File: src/rtl/ccg_pkg.sv
package ccg_pkg;
  localparam int RATIO_W = 2;
  // the largest pulse count, 2**(2**RATIO_W-1), fits in 2**RATIO_W bits
  localparam int HOLD_W  = (1 << RATIO_W);

  typedef enum logic [1:0] {
    MODE_IDLE = 2'd0,
    MODE_DATA = 2'd1,
    MODE_FREE = 2'd2
  } mode_t;

  // pulses per word for a log2 ratio code
  function automatic logic [HOLD_W-1:0] pulses_for(input logic [RATIO_W-1:0] code);
    pulses_for = {{(HOLD_W-1){1'b0}}, 1'b1} << code;
  endfunction
endpackage

File: src/rtl/ccg_phase.sv
// Two-cycle pulse phase: 0 = clock high, 1 = clock low.
module ccg_phase (
  input  logic clk,
  input  logic rst_n,
  input  logic load,
  input  logic step,
  output logic phase,
  output logic pulse_end
);
  assign pulse_end = step & phase;

  always_ff @(posedge clk or negedge rst_n) begin
    if (!rst_n)    phase <= 1'b0;
    else if (load) phase <= 1'b0;
    else if (step) phase <= ~phase;
  end
endmodule

File: src/rtl/ccg_status.sv
// Free-pulse counter and sticky completion flag.
module ccg_status #(
  parameter int CNT_W = 16
) (
  input  logic             clk,
  input  logic             rst_n,
  input  logic             cnt_wr,
  input  logic [CNT_W-1:0] cnt_val,
  input  logic             done_clr,
  input  logic             free_tick,
  output logic             free_pend,
  output logic             free_done,
  output logic             done
);
  localparam logic [CNT_W-1:0] ONE = {{(CNT_W-1){1'b0}}, 1'b1};

  logic [CNT_W-1:0] free_left;

  assign free_done = free_tick & ~cnt_wr & (free_left == ONE);

  always_ff @(posedge clk or negedge rst_n) begin
    if (!rst_n) begin
      free_left <= '0;
      free_pend <= 1'b0;
      done      <= 1'b0;
    end else if (cnt_wr) begin
      free_left <= cnt_val;
      free_pend <= |cnt_val;
      done      <= ~|cnt_val;
    end else begin
      if (free_tick) free_left <= free_left - ONE;
      if (free_done) begin
        free_pend <= 1'b0;
        done      <= 1'b1;
      end else if (done_clr) begin
        done <= 1'b0;
      end
    end
  end
endmodule

File: src/rtl/ccg_top.sv
module ccg_top
  import ccg_pkg::*;
#(
  parameter int DATA_W = 32,
  parameter int CNT_W  = 16
) (
  input  logic               clk,
  input  logic               rst_n,
  input  logic               cfg_en,
  input  logic [RATIO_W-1:0] ratio_code,
  input  logic               wide_bus,
  input  logic               s_valid,
  output logic               s_ready,
  input  logic [DATA_W-1:0]  s_data,
  input  logic               cnt_wr,
  input  logic [CNT_W-1:0]   cnt_val,
  input  logic               done_clr,
  output logic               done,
  output logic               dclk,
  output logic [DATA_W-1:0]  pin_data
);
  localparam int HALF_W = DATA_W / 2;
  localparam logic [HOLD_W-1:0] HOLD_ONE = {{(HOLD_W-1){1'b0}}, 1'b1};

  // narrow mode keeps the low half and zeroes the rest
  function automatic logic [DATA_W-1:0] fmt_word(input logic [DATA_W-1:0] d, input logic wide);
    fmt_word = wide ? d : {{(DATA_W-HALF_W){1'b0}}, d[HALF_W-1:0]};
  endfunction

  mode_t             mode;
  logic [HOLD_W-1:0] hold_left;
  logic [DATA_W-1:0] word_q;
  logic              phase, pulse_end, step, load_win;
  logic              accept, start_free, free_tick, free_pend, free_done;

  // named events
  assign step       = cfg_en & ((mode == MODE_DATA) | ((mode == MODE_FREE) & free_pend));
  assign s_ready    = (mode == MODE_IDLE) & cfg_en & ~free_pend;
  assign accept     = s_ready & s_valid;
  assign start_free = (mode == MODE_IDLE) & cfg_en & free_pend;
  assign load_win   = accept | start_free;
  assign free_tick  = pulse_end & (mode == MODE_FREE);
  assign dclk       = step & ~phase;
  assign pin_data   = word_q;

  ccg_phase u_phase (
    .clk      (clk),
    .rst_n    (rst_n),
    .load     (load_win),
    .step     (step),
    .phase    (phase),
    .pulse_end(pulse_end)
  );

  ccg_status #(.CNT_W(CNT_W)) u_status (
    .clk      (clk),
    .rst_n    (rst_n),
    .cnt_wr   (cnt_wr),
    .cnt_val  (cnt_val),
    .done_clr (done_clr),
    .free_tick(free_tick),
    .free_pend(free_pend),
    .free_done(free_done),
    .done     (done)
  );

  always_ff @(posedge clk or negedge rst_n) begin
    if (!rst_n) begin
      mode      <= MODE_IDLE;
      hold_left <= '0;
      word_q    <= '0;
    end else begin
      unique case (mode)
        MODE_IDLE: begin
          if (start_free) begin
            mode <= MODE_FREE;
          end else if (accept) begin
            mode      <= MODE_DATA;
            hold_left <= pulses_for(ratio_code);
            word_q    <= fmt_word(s_data, wide_bus);
          end
        end
        MODE_DATA: begin
          if (pulse_end) begin
            if (hold_left == HOLD_ONE) mode <= MODE_IDLE;
            else                       hold_left <= hold_left - HOLD_ONE;
          end
        end
        MODE_FREE: begin
          if (!free_pend) mode <= MODE_IDLE;
        end
        default: mode <= MODE_IDLE;
      endcase
    end
  end
endmodule

File: config.mk
export PLATFORM = sky130hd
export DESIGN_NAME = ccg_top
export DESIGN_NICKNAME = d
export VERILOG_FILES = /design/src/rtl/ccg_pkg.sv /design/src/rtl/ccg_phase.sv /design/src/rtl/ccg_status.sv /design/src/rtl/ccg_top.sv
export SDC_FILE = /design/constraint.sdc
export NUM_CORES = 1
export LEC_CHECK = 0
export ABC_AREA = 1
export ABC_CLOCK_PERIOD_IN_PS = 3370
export CORE_ASPECT_RATIO = 1.5
export CORE_MARGIN = 3
export CORE_UTILIZATION = 42
export CTS_BUF_LIST = sky130_fd_sc_hd__clkbuf_16
export DETAILED_ROUTE_END_ITERATION = 12
export GPL_TIMING_DRIVEN = 0
export PLACE_DENSITY = 0.74
export SLEW_MARGIN = 20
export SYNTH_ARGS = -nofsm -noshare
export SYNTH_HDL_FRONTEND = slang
export SYNTH_SLANG_ARGS = --single-unit
File: constraint.sdc
create_clock -name clk -period 3.37 [get_ports clk]
set_input_delay 0.337 -clock clk [delete_from_list [all_inputs] [get_ports clk]]
set_output_delay 0.337 -clock clk [all_outputs]
set_load 0.02 [all_outputs]
# Word-level counts from Yosys, hierarchy flattened

Index checks and enable logic that the tools add are counted.

Flip-flop bits (word level): 57
Word-level logic and storage cells: 70

$add $sub $neg: 2
Eq/ne operators: 11
Shift operators: 1
Multiplexer cells: 21
Bitwise logic cells: 17
Reductions and logical operators: 11

Operators by type and width:

| cell                    | count |
|---|---|
| $mux W16                | 2 |
| $mux W32                | 1 |
| $eq A16 B1 Y1 const B   | 1 |
| $mux W4                 | 4 |
| $reduce_or A16 Y1       | 1 |
| $sub A16 B1 Y16 const B | 1 |
| $and A1 B1 Y1           | 11 |
| $mux W2                 | 5 |
| $ne A2 B2 Y1 const B    | 5 |
| $pmux W4 S2             | 1 |
| $reduce_bool A2 Y1      | 4 |
| $mux W1                 | 7 |
| $pmux W2 S3             | 1 |
| $reduce_and A5 Y1       | 1 |
| $eq A4 B1 Y1 const B    | 1 |
| $not A1 Y1              | 4 |
| $reduce_and A4 Y1       | 1 |
| $shl A1 B2 Y4 const A   | 1 |
| $sub A4 B1 Y4 const B   | 1 |
| $ne A3 B3 Y1 const B    | 1 |
| $reduce_and A3 Y1       | 1 |
| $reduce_bool A3 Y1      | 1 |
| $eq A2 B1 Y1 const B    | 1 |
| $eq A2 B2 Y1 const B    | 1 |
| other kinds (4)         | 5 |

# Logic depth before layout (Yosys ltp)

Gate-level depths: netlist of run 1.

Depth in word-level cells: 10
Depth in mapped cells: 9
Depth with buffers taken out: 9

# Cells and area by module

A second synthesis of run 1 with hierarchy kept.

Cells, all modules: 418
Area, all modules: 3131.8 um^2

Modules (own cells, without submodules):

| module     | times used | cells an instance | area each (um^2) | sequential area each (um^2) |
|---|---|---|---|---|
| ccg_top    | 1          | 212               | 1727.9           | 950.9 |
| ccg_status | 1          | 199               | 1353.8           | 450.4 |
| ccg_phase  | 1          | 7                 | 50.0             | 25.0 |

# Worst setup path before layout of run 1

Ideal clock, no wire load.

Path type: register -> register
Start point: register mode[0]
End point: register word_q[0] (netlist: pin_data[0])
Library setup time: 116 ps
Data arrival time: 1384 ps
Path slack: 1869 ps
Stages on the path, launching flop included: 9
Cell sequence: dfrtp_1 nor2_4 nand2_1 nor2_2 nand2_2 buf_6 buf_6 nand2_1 nand2_1

Longest elaborated chain between the ends: 5
Elaborated cells on any way between the ends: 7
Classes of those cells: 5 x bitwise; 2 x reduce/logical

RTL lines:

| item                        | RTL line      | text |
|---|---|---|
| start, declared             | ccg_top.sv:30 | `mode_t mode;` |
| start signal, assigned      | ccg_top.sv:69 | `mode <= MODE_IDLE;` |
| start signal, assigned      | ccg_top.sv:76 | `mode <= MODE_FREE;` |
| start signal, assigned      | ccg_top.sv:78 | `mode <= MODE_DATA;` |
| $logic_not A2 Y1            | ccg_top.sv:38 | `assign s_ready = (mode == MODE_IDLE) & cfg_en & ~free_pend;` |
| $and A1 B1 Y1 (2 in series) | ccg_top.sv:38 |  |
| named net s_ready           | ccg_top.sv:13 | `output logic s_ready,` |
| $and A1 B1 Y1               | ccg_top.sv:39 | `assign accept = s_ready & s_valid;` |
| $reduce_and A3 Y1 (no line) | -             |  |
| end signal, assigned        | ccg_top.sv:80 | `word_q <= fmt_word(s_data, wide_bus);` |
| end, declared               | ccg_top.sv:32 | `logic [DATA_W-1:0] word_q;` |

The timed path passes the listed nets, and every way through them passes these cells.
A chain may end at the register's enable or synchronous reset.

# Final worst setup path of run 1

Start point: register mode[0]
End point: output dclk

Longest elaborated chain between the ends: 5
Elaborated cells on any way between the ends: 6
Classes of those cells: 2 x eq/ne; 4 x bitwise

RTL lines:

| item            | RTL line      | text |
|---|---|---|
| $eq A2 B2 Y1    | ccg_top.sv:37 | `assign step = cfg_en & ((mode == MODE_DATA) \| ((mode == MODE_FREE) & free_pend));` |
| $and A1 B1 Y1   | ccg_top.sv:37 |  |
| $or A1 B1 Y1 *  | ccg_top.sv:37 |  |
| $and A1 B1 Y1 * | ccg_top.sv:37 |  |
| $and A1 B1 Y1 * | ccg_top.sv:43 | `assign dclk = step & ~phase;` |
| end, declared   | ccg_top.sv:19 | `output logic dclk,` |

Every way passes the cells marked *; elsewhere a longest branch is shown, timed or not.

==> results.py, run 1 <==
metrics = {
    "cts": {
        "cts_tree": "yes",
        "clockBufferDepth": 2,
        "htree_num_levels": 3,
        "postCtsSetupBuffers": 0,
        "cts_made_buffers": 9,
        "cts.sinks": 57,
        "cts_root_buffer": "clkbuf_16",
        "cts_resized": 0,
        "ctsHoldBuffers": 0,
        "clk_pin_slew_worst_paths_ps": 50,
        "clk_latency_ps": 330,
    },
    "synthesis": {
        "synthTopCellsByArea": "dfrtp_1, nand2_1, nand3_1",
        "ys_ff_latch": 57,
        "synth_edf_count": 0,
        "synth_cell_types": 29,
        "seq_area_frac_synth": 0.464,
        "synth_cells": 416,
        "postSynth.asyncResetShare": 1.00,
        "syn-cell-area_um2": 3080,
        "synth_top_flop_cell": "dfrtp_1",
        "syn-num-nets": 477,
        "synth_top_area_share": 0.464,
        "ys_warn_count": 0,
        "syn_area_per_cell_um2": 7.39,
        "yosysTopAreaCell": "dfrtp_1",
    },
    "critical_path": {
        "slowest_stage": "clkdlybuf4s50_1",
        "crit_chain": "inv_1 -> nand3_1 -> nand2_2 -> nand2_1 -> nor2_1 -> clkdlybuf4s50_1",
        "crit_arrival_ps": 1910,
        "critPathCaptureType": "primary output",
        "slowest_delay_ps": 620,
        "cp_max_fo": 5,
        "critPathLaunchType": "flip-flop",
        "critPathBufInv": 2,
        "cpLargestDelayFamily": "buffers and inverters",
        "worstSetupPathType": "reg2out",
        "cp.required_ps": 3030,
    },
    "min_path": {
        "min_path_type": "in2async",
    },
    "placed_design": {
        "place_hpwl_um": 6070,
        "place.gp.congestion": 0.857,
        "port_buffers": 89,
    },
    "floorplan": {
        "io_pins": 92,
        "die_h_um": 111,
        "die_area_um2": 8410,
        "die-width_um": 75.9,
        "initial_core_util": 0.440,
        "rows": 37,
        "core_um2": 6990,
    },
    "drt": {
        "drt_iter0_markers": 154,
        "ant_nets": 0,
        "wl_per_cell_um": 13.3,
        "drcViolationCount": 0,
        "viasPerCell": 4.96,
        "num_vias": 3066,
        "firstDrtPassIters": 4,
        "wirelength_um": 8190,
    },
    "sta": {
        "finClkSkew_ps": 5.14,
        "min_period_ps": 2240,
        "worst_pin_slew_ps": 713,
        "worst_hold_slack_ps": 56.8,
        "maxSlewViolCount": 0,
        "rsz0062_at_grt": "no",
        "hold_viol": 0,
        "setup_viol": 0,
        "slew_headroom": 0.525,
        "max_freq_mhz": 446,
        "setup_tns_ps": 0,
        "finalCritPeriodShare": 0.665,
    },
    "power": {
        "combPwrFrac": 0.404,
        "power.leakage_nw": 2.11,
        "p_per_area_nw_per_um2": 758,
        "peakVddDrop_uv": 331,
        "pwr-share-seq": 0.332,
        "switching_share": 0.368,
        "switchingPower_mw": 1.22,
        "clkPwrFrac": 0.264,
        "power.internal_mw": 2.10,
    },
    "layout": {
        "multi_input_area_um2": 1470,
        "syn_to_final_growth_pct": 42.2,
        "fin_nets": 577,
        "final_cell_mix": "nand2_1, clkdlybuf4s50_1, dfrtp_1",
        "final_layout_size_suffix_gt1_frac": 0.0672,
        "final_common_cell": "nand2_1",
        "antenna_cells": 0,
        "num-fill-cells": 608,
        "seqCellArea_um2": 1430,
    },
    "status": {
        "status": "completed",
    },
    "grt": {
        "grt_overflow_total": 0,
        "grt_pass1_vias": 3002,
        "antenna_found_initial": 0,
        "grt_pass1_wl_um": 13400,
        "grt_max_degree": 58,
        "grt_use_total": 0.205,
    },
    "job": {
        "drv_cap": 0,
    },
}
## power groups by stage
stage	sequential, mW	combinational [mW]	clock [mW]
floorplan	1.32	0.519	0
global placement	1.10	1.32	0
detailed placement	1.11	1.34	0
CTS	1.10	1.35	0.886
global route	1.13	1.48	0.919
finish	1.10	1.34	0.875
## area by class of cell
type	count	share of cell area
Tap cell	97	0.0278
Sequential cell	57	0.326
Clock buffer	9	0.0515
Timing Repair Buffer	89	0.203
Buffer	13	0.0192
Inverter	25	0.0220
Multi-Input combinational cell	321	0.336
Clock inverter	7	0.0143
## sequential cells by signal, summed over array words and instances (netlist names)
| signal | cells |
|---|---|
| u_status.done | 1 |
| mode | 2 |
| u_status.free_pend | 1 |
| pin_data | 32 |
| hold_left | 4 |
| u_phase.phase | 1 |
| u_status.free_left | 16 |
## synth_stat cells, types with 2 or more instances
master    instances
dfrtp_1          57
buf_6             2
nand4_1           8
ha_1              4
buf_2             4
nor2_4            2
nand3b_1          7
nor2_1           34
o21ai_1           6
nand3_1          30
nand2_1         187
xor2_1            5
inv_1            23
o21ai_0          24
nand2_2           4
clkbuf_1          5
nor2_2            2
## stage by stage
| step | setup slack [ps] | utilization | power, mW | cell area [um^2] | std cells |
|---|---|---|---|---|---|
| 2_1_floorplan | 1870 | - | 1.84 | 3080 | 416 |
| 3_3_place_gp | 178 | 0.585 | 2.41 | 4090 | 602 |
| 3_5_place_dp | 1190 | 0.584 | 2.45 | 4090 | 602 |
| 4_1_cts | 1120 | 0.626 | 3.34 | 4370 | 618 |
| 5_1_grt | 1000 | 0.626 | 3.53 | 4370 | 618 |
| 6_report | 1130 | 0.626 | 3.31 | 4370 | 618 |
## metal layers
layer / up-vias / share of wire / global-route usage
li1: 1524 / - / -
met1: 1417 / 0.38 / 0.222
met2: 98 / 0.54 / 0.363
met3: 27 / 0.050 / 0.0390
met4: 0 / 0.033 / 0.0992
met5: - / 0 / 0
## final timing paths
kind                                        from                      to  cells after the start  slack, ps
max                                      mode[0]                    dclk                      6       1130
max reg2reg                u_status.free_left[0]  u_status.free_left[10]                      9       1550
min                                        rst_n            pin_data[23]                      1         60
min reg2reg                         hold_left[1]            hold_left[1]                      2        470
max in group asynchronous                  rst_n  u_status.free_left[14]                      1       2830
min in group clk                        wide_bus            pin_data[19]                      3        370
## logic make-up after synthesis
| logic type | count (synthesis) | synth area share |
|---|---|---|
| xor gates and xnor gates | 6 | 0.0171 |
| AOI/OAI and AO/OA | 34 | 0.0578 |
| and+or+nand+nor | 277 | 0.386 |
| adders and majority gates | 4 | 0.0163 |
| buffers and inverters | 38 | 0.0586 |
| DFF | 57 | 0.464 |
(Power assumes the default switching activity.)
==> run 2: changes to the inputs <==
- ABC_CLOCK_PERIOD_IN_PS: 3370 -> 1870
- PLACE_DENSITY: 0.74 -> 0.76
- clock period: 3.37 -> 1.87 ns (I/O delays scaled with it)
==> results.py, run 2 (synthesized netlist as in run 1, its figures left out) <==
metrics = {
    "floorplan": {
        "core_um2": 6990,
        "die_area_um2": 8410,
        "die_h_um": 111,
        "rows": 37,
        "io_pins": 92,
        "initial_core_util": 0.440,
        "die-width_um": 75.9,
    },
    "min_path": {
        "min_path_type": "in2reg",
    },
    "critical_path": {
        "slowest_delay_ps": 440,
        "critPathCaptureType": "primary output",
        "cp_max_fo": 5,
        "crit_arrival_ps": 1530,
        "slowest_stage": "dfrtp_1",
        "crit_chain": "inv_1 -> nand3_1 -> nand2_2 -> nand2_1 -> nor2_1 -> clkbuf_2",
        "cp.required_ps": 1680,
        "worstSetupPathType": "reg2out",
        "critPathLaunchType": "flip-flop",
    },
    "layout": {
        "antenna_cells": 0,
        "largest_reg_flops": 32,
        "final_area_um2": 4400,
        "final_common_cell": "nand2_1",
        "syn_to_final_growth_pct": 43.2,
        "final_cell_mix": "nand2_1, clkdlybuf4s50_1, dfrtp_1",
        "fin_cells": 619,
        "fin_nets": 578,
        "fin_util": 0.630,
        "final_layout_size_suffix_gt1_frac": 0.0690,
        "num-fill-cells": 630,
    },
    "grt": {
        "grt_overflow_total": 0,
        "gr-usage-met1": 0.236,
        "grt_max_degree": 58,
        "met3_usage": 0.0544,
        "met2_usage": 0.334,
        "top_usage_layer": "met2",
        "antenna_found_initial": 0,
        "grt_pass1_vias": 2904,
        "grt_pass1_wl_um": 13100,
        "grt_use_total": 0.199,
    },
    "drt": {
        "drt_iter0_markers": 178,
        "ant_nets": 0,
        "wl_per_cell_um": 12.8,
        "viasPerCell": 4.84,
        "num_vias": 2994,
        "firstDrtPassIters": 4,
        "drcViolationCount": 0,
        "wirelength_um": 7910,
    },
    "sta": {
        "slew_headroom": 0.524,
        "maxSlewViolCount": 0,
        "rsz0062_at_grt": "no",
        "setup_viol": 0,
        "finClkSkew_ps": 6.26,
        "hold_viol": 0,
        "worst_pin_slew_ps": 714,
        "min_period_ps": 1720,
        "fin_ws_ps": 150,
        "finalCritPeriodShare": 0.920,
        "worst_hold_slack_ps": 234,
        "max_freq_mhz": 581,
    },
    "power": {
        "power.leakage_nw": 2.13,
        "clkPwrFrac": 0.280,
        "peakVddDrop_uv": 565,
        "switchingPower_mw": 2.17,
        "combPwrFrac": 0.394,
        "pwr-share-seq": 0.326,
        "switching_share": 0.357,
        "p_per_area_nw_per_um2": 1380,
        "power.internal_mw": 3.91,
    },
    "cts": {
        "cts_made_buffers": 9,
        "cts.sinks": 57,
        "clk_latency_ps": 320,
        "htree_num_levels": 3,
        "cts_root_buffer": "clkbuf_16",
        "clockBufferDepth": 2,
        "cts_tree": "yes",
        "clk_pin_slew_worst_paths_ps": 50,
    },
    "placed_design": {
        "port_buffers": 89,
        "placedCellCount": 602,
        "place.gp.congestion": 0.876,
        "place_ws_ps": -7.98,
        "placed_area_um2": 4090,
        "place_hpwl_um": 5920,
    },
    "job": {
        "drv_cap": 0,
    },
    "status": {
        "status": "completed",
    },
}
-- run 2: final timing paths --
path                                          end  depth (start not counted)                  start  slack (ps)
max in group asynchronous            pin_data[12]                          2                  rst_n         920
hold / removal                       pin_data[19]                          3               wide_bus         230
setup reg to reg           u_status.free_left[10]                          9  u_status.free_left[0]         220
hold reg to reg                      hold_left[1]                          2           hold_left[1]         470
setup / recovery                             dclk                          6                mode[0]         150
min in group asynchronous            pin_data[17]                          2                  rst_n         460
-- run 2: what timing repair did --
action | CTS | global route
hold buffers | 1 | 0
setup buffers | 0 | 0
endpoints found under the hold margin | 57 | 0
cloned | 0 | 0
gates resized for setup | 3 | 2
setup endpoints to repair | 2 | 4
-- run 2: worst max-delay path, delay by kind of cell, from the launching register on --
kind                   cells  cell delay (ps)
DFF                        1              440
and+or+nand+nor            4              490
buffers and inverters      2              290
-- run 2: cell type report --
class                   count  area, um^2  share of cell area
multi-input cells         321        1470               0.334
clock buffers               9         225              0.0512
flip-flops and latches     57        1430               0.324
well taps                  97         121              0.0276
clock inverters             7        86.3              0.0196
plain buffers              13        83.8              0.0190
inverters                  25        96.3              0.0219
repair buffers             90         892               0.203
-- run 2: per-stage QoR --
stage	total power, mW	setup TNS (ps)
finish	6.08	0
global route	6.49	0
CTS	6.14	0
detailed placement	4.40	-7.98
global placement	4.34	-67960
floorplan	3.31	0
-- run 2: power by group through the flow --
stage                     clock network [mW]  logic [mW]  registers [mW]
after global routing                    1.81        2.65            2.04
after global placement                     0        2.36            1.97
after CTS                               1.74        2.42            1.98
after detailed placement                   0        2.41            1.99
final                                   1.70        2.40            1.98
after floorplan                            0       0.935            2.37
-- run 2: metal layers --
metal	up-vias	wire [um]	share of wire
li1	1526	-	-
met1	1347	3230	0.41
met2	105	4070	0.51
met3	16	456	0.058
met4	0	146	0.018
met5	-	0	0
==> run 3: changes to the inputs <==
- CORE_MARGIN: 3 -> not set
==> results.py, run 3 (synthesized netlist as in run 1, its figures left out) <==
metrics = {
    "job": {
        "drv_cap": 0,
    },
    "drt": {
        "wl_per_cell_um": 12.8,
        "num_vias": 3033,
        "wirelength_um": 7900,
        "drt_iter0_markers": 192,
        "ant_nets": 0,
        "viasPerCell": 4.91,
        "drcViolationCount": 0,
        "firstDrtPassIters": 5,
    },
    "sta": {
        "rsz0062_at_grt": "no",
        "slew_headroom": 0.521,
        "finalCritPeriodShare": 0.927,
        "worst_pin_slew_ps": 719,
        "fin_ws_ps": 137,
        "setup_tns_ps": 0,
        "max_freq_mhz": 577,
        "hold_viol": 0,
        "maxSlewViolCount": 0,
        "finClkSkew_ps": 4.94,
        "min_period_ps": 1730,
        "setup_viol": 0,
    },
    "floorplan": {
        "die_area_um2": 7680,
        "core_um2": 6990,
        "io_pins": 92,
        "initial_core_util": 0.440,
        "die-width_um": 71.9,
        "rows": 37,
        "die_h_um": 107,
    },
    "grt": {
        "grt_pass1_wl_um": 13400,
        "grt_use_total": 0.226,
        "grt_max_degree": 58,
        "grt_overflow_total": 0,
        "antenna_found_initial": 0,
        "grt_pass1_vias": 2941,
    },
    "critical_path": {
        "critPathCaptureType": "flip-flop",
        "r2r_start": "u_status.free_left[0]",
        "startpoint": "u_status.free_left[0]",
        "rrSetupSlack_ps": 140,
        "crit_top_cell": "nand2_1",
        "crit_chain": "inv_1 -> ha_1 -> nand2_1 -> nor2_1 -> nand2_1 -> nand3_1 -> nand2_1 -> nand2_1 -> nand2_1",
        "slowest_delay_ps": 390,
        "worstSetupPathType": "reg2reg",
        "crit_arrival_ps": 1950,
        "rr_endpoint": "u_status.free_left[6]",
        "cp.required_ps": 2090,
        "endpoint": "u_status.free_left[6]",
        "cp_max_fo": 7,
        "reg2reg_depth": 9,
        "critPathLaunchType": "flip-flop",
        "slowest_stage": "dfrtp_1",
    },
    "placed_design": {
        "place_hpwl_um": 5860,
        "place.gp.congestion": 0.889,
        "place_ws_ps": 9.91,
        "port_buffers": 89,
    },
    "layout": {
        "antenna_cells": 0,
        "largest_reg_flops": 32,
        "num-fill-cells": 621,
        "final_cell_mix": "nand2_1, clkdlybuf4s50_1, dfrtp_1",
        "fin_nets": 578,
        "syn_to_final_growth_pct": 41.9,
        "final_layout_size_suffix_gt1_frac": 0.0653,
        "final_common_cell": "nand2_1",
        "fin_util": 0.624,
    },
    "power": {
        "pwr-share-seq": 0.336,
        "p_per_area_nw_per_um2": 1350,
        "switchingPower_mw": 2.15,
        "power.internal_mw": 3.76,
        "peakVddDrop_uv": 585,
        "power.leakage_nw": 2.12,
        "switching_share": 0.364,
        "clkPwrFrac": 0.260,
        "combPwrFrac": 0.404,
    },
    "cts": {
        "cts_tree": "yes",
        "clk_latency_ps": 330,
        "clockBufferDepth": 2,
        "postCtsSetupBuffers": 0,
        "cts.sinks": 57,
        "htree_num_levels": 3,
        "clk_pin_slew_worst_paths_ps": 50,
        "cts_made_buffers": 9,
        "cts_root_buffer": "clkbuf_16",
    },
    "min_path": {
        "min_path_type": "in2reg",
    },
    "status": {
        "status": "completed",
    },
}
run 3: what timing repair did:
item,CTS,global route
gates resized for setup,2,2
hold buffers,1,0
gates cloned,0,0
endpoints found under the hold margin,57,0
endpoints found under the setup margin,2,1
run 3: worst min-delay path by stage:
stage          cells past startpoint          from           end  slack [ps]
6_report                           3      wide_bus  pin_data[17]         220
5_1_grt                            3      wide_bus  pin_data[17]         230
2_1_floorplan                      0         rst_n  hold_left[0]        -110
3_3_place_gp                       2  hold_left[1]  hold_left[1]         460
3_5_place_dp                       1         rst_n  hold_left[3]         300
4_1_cts                            3      wide_bus  pin_data[16]         210
run 3: power groups by stage:
stage / combinational (mW) / clock [mW] / sequential, mW
2_1_floorplan: 0.935 / 0 / 2.37
3_3_place_gp: 2.35 / 0 / 1.98
3_5_place_dp: 2.40 / 0 / 2.00
4_1_cts: 2.41 / 1.56 / 1.98
5_1_grt: 2.64 / 1.62 / 2.03
6_report: 2.39 / 1.53 / 1.99
run 3: per-layer routing:
layer,global-route usage,up-vias,part of all wire
met1,0.251,1386,0.40
met4,0.0980,0,0.022
met5,0,-,0
met2,0.398,101,0.53
li1,-,1532,-
met3,0.0620,14,0.051
run 3: worst max-delay path: cells and delay by family (launching register included):
| family | cells | cell delay (ps) |
|---|---|---|
| adder cells (fa/ha/maj) | 1 | 230 |
| buffers and inverters | 1 | 190 |
| flip-flops | 1 | 390 |
| AND/OR/NAND/NOR | 7 | 810 |
run 3: cell type report:
type                            instances  area, um^2  share of cell area
Sequential cell                        57        1430               0.327
Inverter                               25        96.3              0.0221
Clock buffer                            9         225              0.0516
Tap cell                               97         121              0.0278
Multi-Input combinational cell        321        1470               0.336
Buffer                                 13        83.8              0.0192
Timing Repair Buffer                   90         892               0.204
Clock inverter                          6        51.3              0.0118
run 3: per-stage QoR:
stage | total power [mW] | std cells | instance area [um^2] | hold slack (ps)
after floorplan | 3.31 | 416 | 3080 | -109
after global placement | 4.32 | 602 | 4090 | 459
after detailed placement | 4.40 | 602 | 4090 | 299
after CTS | 5.96 | 618 | 4370 | 210
after global routing | 6.29 | 618 | 4370 | 227
final | 5.91 | 618 | 4370 | 217
